### config.mk
export PLATFORM = sky130hd
export DESIGN_NAME = mdio_cmd_engine
export DESIGN_NICKNAME = d
export VERILOG_FILES = /design/src/rtl/mdio_pkg.sv /design/src/rtl/mdio_ctrl.sv /design/src/rtl/mdio_dpath.sv /design/src/rtl/mdio_cmd_engine.sv
export SDC_FILE = /design/constraint.sdc
export NUM_CORES = 1
export LEC_CHECK = 0
export BUFFER_PORTS_ARGS = -buffer_cell sky130_fd_sc_hd__buf_4
export CORE_UTILIZATION = 61
export CTS_CLUSTER_DIAMETER = 60
export CTS_CLUSTER_SIZE = 28
export DETAILED_ROUTE_END_ITERATION = 10
export PLACE_DENSITY = 0.84
export SYNTH_ARGS = -nofsm -noshare
export SYNTH_HDL_FRONTEND = slang
export SYNTH_HIERARCHICAL = 1
export SYNTH_SLANG_ARGS = --single-unit
### constraint.sdc
create_clock -name clk -period 7.9 [get_ports clk]
set_input_delay 1.58 -clock clk [delete_from_list [all_inputs] [get_ports clk]]
set_output_delay 1.58 -clock clk [all_outputs]
set_load 0.02 [all_outputs]
### src/rtl/mdio_pkg.sv
package mdio_pkg;
  localparam int REG_W  = 16;
  localparam int ADDR_W = 5;
  localparam int FRAME_BITS = 64;
  localparam int IDX_W = $clog2(FRAME_BITS);
  localparam logic [IDX_W-1:0] LAST_BIT   = IDX_W'(FRAME_BITS - 1);
  localparam logic [IDX_W-1:0] TA_BIT     = IDX_W'(FRAME_BITS - REG_W - 2);
  localparam logic [IDX_W-1:0] DATA_BIT   = IDX_W'(FRAME_BITS - REG_W);

  typedef enum logic [1:0] {
    OP_ADDR  = 2'b00,
    OP_WRITE = 2'b01,
    OP_BAD   = 2'b10,
    OP_READ  = 2'b11
  } mdioOp_e;

  typedef struct packed {
    logic load;     // command accepted, build frame
    logic advance;  // falling MDC: move to next bit
    logic sample;   // rising MDC inside data field
    logic finish;   // falling MDC after last bit
    logic enterTa;  // advance lands on the turnaround
  } mdioStrobe_t;
endpackage

### src/rtl/mdio_ctrl.sv
module mdio_ctrl
  import mdio_pkg::*;
#(
  parameter int DIV_W = 8
) (
  input  logic             clk,
  input  logic             rstN,
  input  logic             cmdWrite,
  input  logic             cmdGo,
  input  logic [1:0]       cmdOp,
  input  logic [DIV_W-1:0] divHalf,
  output logic             busy,
  output logic             mdc,
  output mdioStrobe_t      stb
);
  logic [DIV_W-1:0] divCnt;
  logic [DIV_W-1:0] divLat;
  logic [IDX_W-1:0] bitIdx;
  logic accept;
  logic tick;

  assign accept = cmdWrite && cmdGo && !busy && (cmdOp != OP_BAD);
  assign tick   = busy && (divCnt == divLat - DIV_W'(1));

  always_comb begin
    stb         = '0;
    stb.load    = accept;
    stb.sample  = tick && !mdc && (bitIdx >= DATA_BIT);
    stb.advance = tick && mdc && (bitIdx != LAST_BIT);
    stb.finish  = tick && mdc && (bitIdx == LAST_BIT);
    stb.enterTa = stb.advance && (bitIdx == TA_BIT - IDX_W'(1));
  end

  always_ff @(posedge clk or negedge rstN) begin
    if (!rstN) begin
      busy   <= 1'b0;
      mdc    <= 1'b0;
      divCnt <= '0;
      divLat <= DIV_W'(1);
      bitIdx <= '0;
    end else if (accept) begin
      busy   <= 1'b1;
      mdc    <= 1'b0;
      divCnt <= '0;
      divLat <= (divHalf == '0) ? DIV_W'(1) : divHalf;
      bitIdx <= '0;
    end else if (tick) begin
      divCnt <= '0;
      mdc    <= !mdc;
      if (mdc) begin
        if (bitIdx == LAST_BIT) busy <= 1'b0;
        else bitIdx <= bitIdx + IDX_W'(1);
      end
    end else if (busy) begin
      divCnt <= divCnt + DIV_W'(1);
    end
  end

  p_idle_mdc_low_r4: assert property (@(posedge clk) disable iff (!rstN)
    !busy |-> !mdc);
  p_finish_ends_r4: assert property (@(posedge clk) disable iff (!rstN)
    stb.finish |=> (!busy && !mdc));
  p_sample_on_rise_r5: assert property (@(posedge clk) disable iff (!rstN)
    stb.sample |=> mdc);
  p_no_restart_r8: assert property (@(posedge clk) disable iff (!rstN)
    (busy && !stb.finish) |=> (busy && $stable(divLat)));
endmodule

### src/rtl/mdio_dpath.sv
module mdio_dpath
  import mdio_pkg::*;
(
  input  logic              clk,
  input  logic              rstN,
  input  mdioStrobe_t       stb,
  input  logic [1:0]        cmdOp,
  input  logic [ADDR_W-1:0] cmdPortAddr,
  input  logic [ADDR_W-1:0] cmdDevType,
  input  logic [REG_W-1:0]  cmdRegAddr,
  input  logic              dataWrite,
  input  logic [REG_W-1:0]  dataWrIn,
  input  logic              mdioIn,
  output logic              mdioOut,
  output logic              mdioOe,
  output logic [2*REG_W-1:0] dataReg
);
  logic [FRAME_BITS-1:0] shiftReg;
  logic [FRAME_BITS-1:0] frameNext;
  logic [REG_W-1:0]      payload;
  logic [REG_W-1:0]      capture;
  logic                  readOp;

  always_comb begin
    unique case (cmdOp)
      OP_ADDR:  payload = cmdRegAddr;
      OP_WRITE: payload = dataReg[REG_W-1:0];
      default:  payload = '1;
    endcase
    frameNext = {{(FRAME_BITS-REG_W-2*ADDR_W-6){1'b1}}, 2'b00, cmdOp,
                 cmdPortAddr, cmdDevType, 2'b10, payload};
  end

  assign mdioOut = shiftReg[FRAME_BITS-1];

  always_ff @(posedge clk or negedge rstN) begin
    if (!rstN) begin
      shiftReg <= '1;
      capture  <= '0;
      readOp   <= 1'b0;
      mdioOe   <= 1'b0;
      dataReg  <= '0;
    end else begin
      if (stb.load) begin
        shiftReg <= frameNext;
        readOp   <= (cmdOp == OP_READ);
        mdioOe   <= 1'b1;
      end else if (stb.finish) begin
        shiftReg <= '1;
        mdioOe   <= 1'b0;
      end else if (stb.advance) begin
        shiftReg <= {shiftReg[FRAME_BITS-2:0], 1'b1};
        if (stb.enterTa && readOp) mdioOe <= 1'b0;
      end
      if (stb.sample) capture <= {capture[REG_W-2:0], mdioIn};
      if (stb.finish && readOp) dataReg[2*REG_W-1:REG_W] <= capture;
      if (dataWrite) dataReg[REG_W-1:0] <= dataWrIn;
    end
  end

  p_out_hold_at_rise_r5: assert property (@(posedge clk) disable iff (!rstN)
    stb.sample |=> $stable(mdioOut));
  p_oe_on_load_r6: assert property (@(posedge clk) disable iff (!rstN)
    stb.load |=> mdioOe);
  p_oe_off_at_end_r6: assert property (@(posedge clk) disable iff (!rstN)
    stb.finish |=> !mdioOe);
  p_upper_only_read_r7: assert property (@(posedge clk) disable iff (!rstN)
    !$stable(dataReg[2*REG_W-1:REG_W]) |-> $past(stb.finish && readOp));
endmodule

### src/rtl/mdio_cmd_engine.sv
module mdio_cmd_engine
  import mdio_pkg::*;
#(
  parameter int DIV_W = 8
) (
  input  logic             clk,
  input  logic             rstN,
  input  logic             cmdWrite,
  input  logic             cmdGo,
  input  logic [1:0]       cmdOp,
  input  logic [4:0]       cmdPortAddr,
  input  logic [4:0]       cmdDevType,
  input  logic [15:0]      cmdRegAddr,
  input  logic             dataWrite,
  input  logic [15:0]      dataWrIn,
  input  logic [DIV_W-1:0] divHalf,
  output logic             busy,
  output logic [31:0]      dataReg,
  output logic             mdc,
  output logic             mdioOut,
  output logic             mdioOe,
  input  logic             mdioIn
);
  mdioStrobe_t stb;

  mdio_ctrl #(.DIV_W(DIV_W)) uCtrl (
    .clk(clk), .rstN(rstN), .cmdWrite(cmdWrite), .cmdGo(cmdGo),
    .cmdOp(cmdOp), .divHalf(divHalf), .busy(busy), .mdc(mdc), .stb(stb)
  );

  mdio_dpath uDpath (
    .clk(clk), .rstN(rstN), .stb(stb), .cmdOp(cmdOp),
    .cmdPortAddr(cmdPortAddr), .cmdDevType(cmdDevType),
    .cmdRegAddr(cmdRegAddr), .dataWrite(dataWrite), .dataWrIn(dataWrIn),
    .mdioIn(mdioIn), .mdioOut(mdioOut), .mdioOe(mdioOe), .dataReg(dataReg)
  );
endmodule

==> results.yml <==
placed_design:
  dp.final_hpwl_mm: 7.791
  place_inst: 711
  post-place-ws_ps: 3778
  io_buffers: 93
  place.gp.congestion: 0.8856
power_and_ir_drop:
  p_switching_uw: 536.7
  power.density_nw_per_um2: 280.1
  p_int_mw: 1.640
  pwr-share-comb: 0.144
  clock_power_share: 0.425
  p_leak_nw: 3.358
  p_seq_frac: 0.431
  switching_share: 0.2465
  vdd_drop_max_mv: 0.1783
sta:
  slew-limit-headroom: 0.1339
  fin_tns_setup_ps: 0
  setup_violations: 0
  period_needed_ps: 3699
  rsz0062_at_grt: "false"
  timing.final.ws_setup_ps: 4201
  worstMarginPinSlew_ps: 1296
  max_freq_mhz: 270.4
  hold_violations: 0
  skew_ps: 6.441
  slew_viol_final: 0
  fin_crit_sh: 0.4682
hold_path:
  hp-class: "reg -> reg"
yosys:
  synth_seq_cells: 138
  yosysUniqueCellTypes: 46
  syn_area_per_cell_um2: 12.47
  post-synth-top-count-cell: "mux2i_1"
  synth_top_area_frac: 0.2884
  ys_seq_area_frac: 0.5580
  ys_top_cells_by_count: "82 x mux2i_1, 73 x dfrtp_1, 67 x nand2_1, 65 x dfstp_2, 38 x mux2_2"
  async_reset_ff_frac: 1.000
  synth_ff_type: "dfrtp_1"
  synth_warnings: 6
  synth_area_leaders: "dfrtp_1 29%, dfstp_2 27%, mux2i_1 13%"
  synth.largest_area_cell: "dfrtp_1"
  syn_area_um2: 6335
  synth_edf_count: 0
  synth.net_count: 570
  synth_cells: 508
global_routing:
  overflow: 0
  track_usage: 0.2556
  grt_max_degree: 84
  grt_pass1_vias: 4280
  antenna_found_initial: 0
  grt_pass1_wl_mm: 21.57
layout:
  area_growth_pct: 22.69
  num-nets-final: 659
  ff_latch_area_um2: 3535
  fill_cells: 587
  multiInputGateArea_um2: 2611
  final_cell_count_no_fill: 743
  drive_gt1_frac: 0.4131
  antenna_cells: 0
clocking:
  clk_pin_slew_ps: 60
  cts_buffer_depth: 2
  worstSkewPairLatency_ps: 520
  cts_buffers: 17
  cts_root_buffer: "clkbuf_8"
  cts_resized: 0
  cts_tree: "done"
  postCtsHoldBufs: 0
  post-cts-setup-buffers: 0
  htree_num_levels: 4
  clock_sinks: 138
critical_path:
  critPathArrivalTime_ps: 4110
  cp_max_fo: 66
  path_class: "reg -> reg"
  critPathLaunchType: "flop"
  crit_path_end_kind: "flop"
  crit_required_ps: 8310
die:
  core_um2: 9910
  initial_core_util: 0.6393
  io_pins: 94
  num_rows: 36
  dieArea_um2: 10800
  fp.dieW_um: 103.9
  fp.dieH_um: 103.9
route:
  wl_mm: 12.71
  antenna_left: 0
  via_per_inst: 5.638
  firstDrtPassIters: 5
  wl_per_cell_um: 17.10
  drc: 0
  drt-initial-drc-count: 190
  vias: 4189
job:
  cap_viol_max_count: 0
run_status:
  status: "finished, final reports clean"
[path summary, 6_finish.rpt]
check | start | endpoint | slack (ps) | depth (start not counted)
setup / recovery | uCtrl/divLat[2]$_DFFE_PN0P_ | uDpath/mdioOe$_DFFE_PN0P_ | 4200 | 9
max in group asynchronous | rstN | uDpath/dataReg[26]$_DFFE_PN0P_ | 5380 | 2
min in group asynchronous | rstN | uDpath/dataReg[13]$_DFFE_PN0P_ | 1110 | 1
hold reg to reg | uDpath/dataReg[24]$_DFFE_PN0P_ | uDpath/dataReg[24]$_DFFE_PN0P_ | 520 | 1
hold / removal | uDpath/dataReg[24]$_DFFE_PN0P_ | uDpath/dataReg[24]$_DFFE_PN0P_ | 520 | 1
setup reg to reg | uCtrl/divLat[2]$_DFFE_PN0P_ | uDpath/mdioOe$_DFFE_PN0P_ | 4200 | 9
[cells by family after synthesis]
family          share of synthesized area
flops                              0.5580
mux                                0.2208
simple gates                      0.09994
buf+inv                           0.03239
compound gates                    0.06162
fa+ha+maj                        0.007901
xor+xnor                          0.01936
[state kept, by name (all words and copies together) (netlist names)]
| register | flops |
|---|---|
| uCtrl/bitIdx | 6 |
| uCtrl/busy | 1 |
| uCtrl/divCnt | 8 |
| uCtrl/divLat | 8 |
| uCtrl/mdc | 1 |
| uDpath/capture | 16 |
| uDpath/dataReg | 32 |
| uDpath/mdioOe | 1 |
| uDpath/readOp | 1 |
| uDpath/shiftReg | 64 |
[through the flow]
stage                       util  hold slack [ps]  area (um^2)  power, mW
final                     0.7843            517.2         7772      2.177
after global routing      0.7843            526.1         7772      2.273
after CTS                 0.7843            518.7         7772      2.188
after detailed placement  0.7139            495.6         7074      1.255
after global placement    0.7139            492.1         7074      1.233
after floorplan                -            466.5         6335      1.141
[routing by layer]
layer  share of wire  vias to the layer above  GRT usage  wire [um]
met2            0.51                      100     0.4138       6433
met4           0.016                        0    0.08980        208
li1                -                     1974          -          -
met3           0.041                       20    0.07080        522
met5               0                        -          0          0
met1            0.44                     2095     0.3323       5541
[power groups by stage]
| stage | Combinational (mW) | Clock [mW] | Sequential (mW) |
|---|---|---|---|
| detailed placement | 0.312 | 0 | 0.943 |
| CTS | 0.316 | 0.936 | 0.936 |
| global placement | 0.296 | 0 | 0.937 |
| global route | 0.348 | 0.975 | 0.950 |
| floorplan | 0.210 | 0 | 0.931 |
| finish | 0.314 | 0.926 | 0.937 |
[cells in the final DEF (no fill, tap or decap), types with 5 or more instances in the layout]
| cell | netlist | routed |
|---|---|---|
| buf_4 | 7 | 98 |
| o21ai_0 | 7 | 7 |
| bufinv_16 | 0 | 7 |
| nand2_1 | 67 | 67 |
| xnor2_1 | 5 | 5 |
| xor2_1 | 9 | 9 |
| inv_1 | 7 | 7 |
| nor2_1 | 11 | 11 |
| mux2i_1 | 82 | 82 |
| dfstp_2 | 65 | 65 |
| nand4_1 | 5 | 5 |
| mux2_4 | 10 | 10 |
| clkbuf_16 | 0 | 16 |
| nor2b_1 | 14 | 14 |
| dfrtp_1 | 73 | 73 |
| a22oi_1 | 15 | 15 |
| mux2_2 | 38 | 38 |
| a21oi_1 | 18 | 18 |
[worst max-delay path: stages, from the launching register on]
cell       delay (ps)
dfrtp_1           430
or3_4             440
or3_4             390
a2111oi_4         380
nor2_1            120
nor4_2            260
buf_4             840
nor3b_1           300
nand3_1           100
a31o_2            290
[layout make-up]
class | count | share of cell area
Multi-Input combinational cell | 335 | 0.3360
Inverter | 7 | 0.003381
Tap cell | 133 | 0.02141
Clock buffer | 21 | 0.05908
Sequential cell | 138 | 0.4548
Clock inverter | 11 | 0.03075
Timing Repair Buffer | 98 | 0.09466
Note: power is estimated with default switching activity, not from simulation.
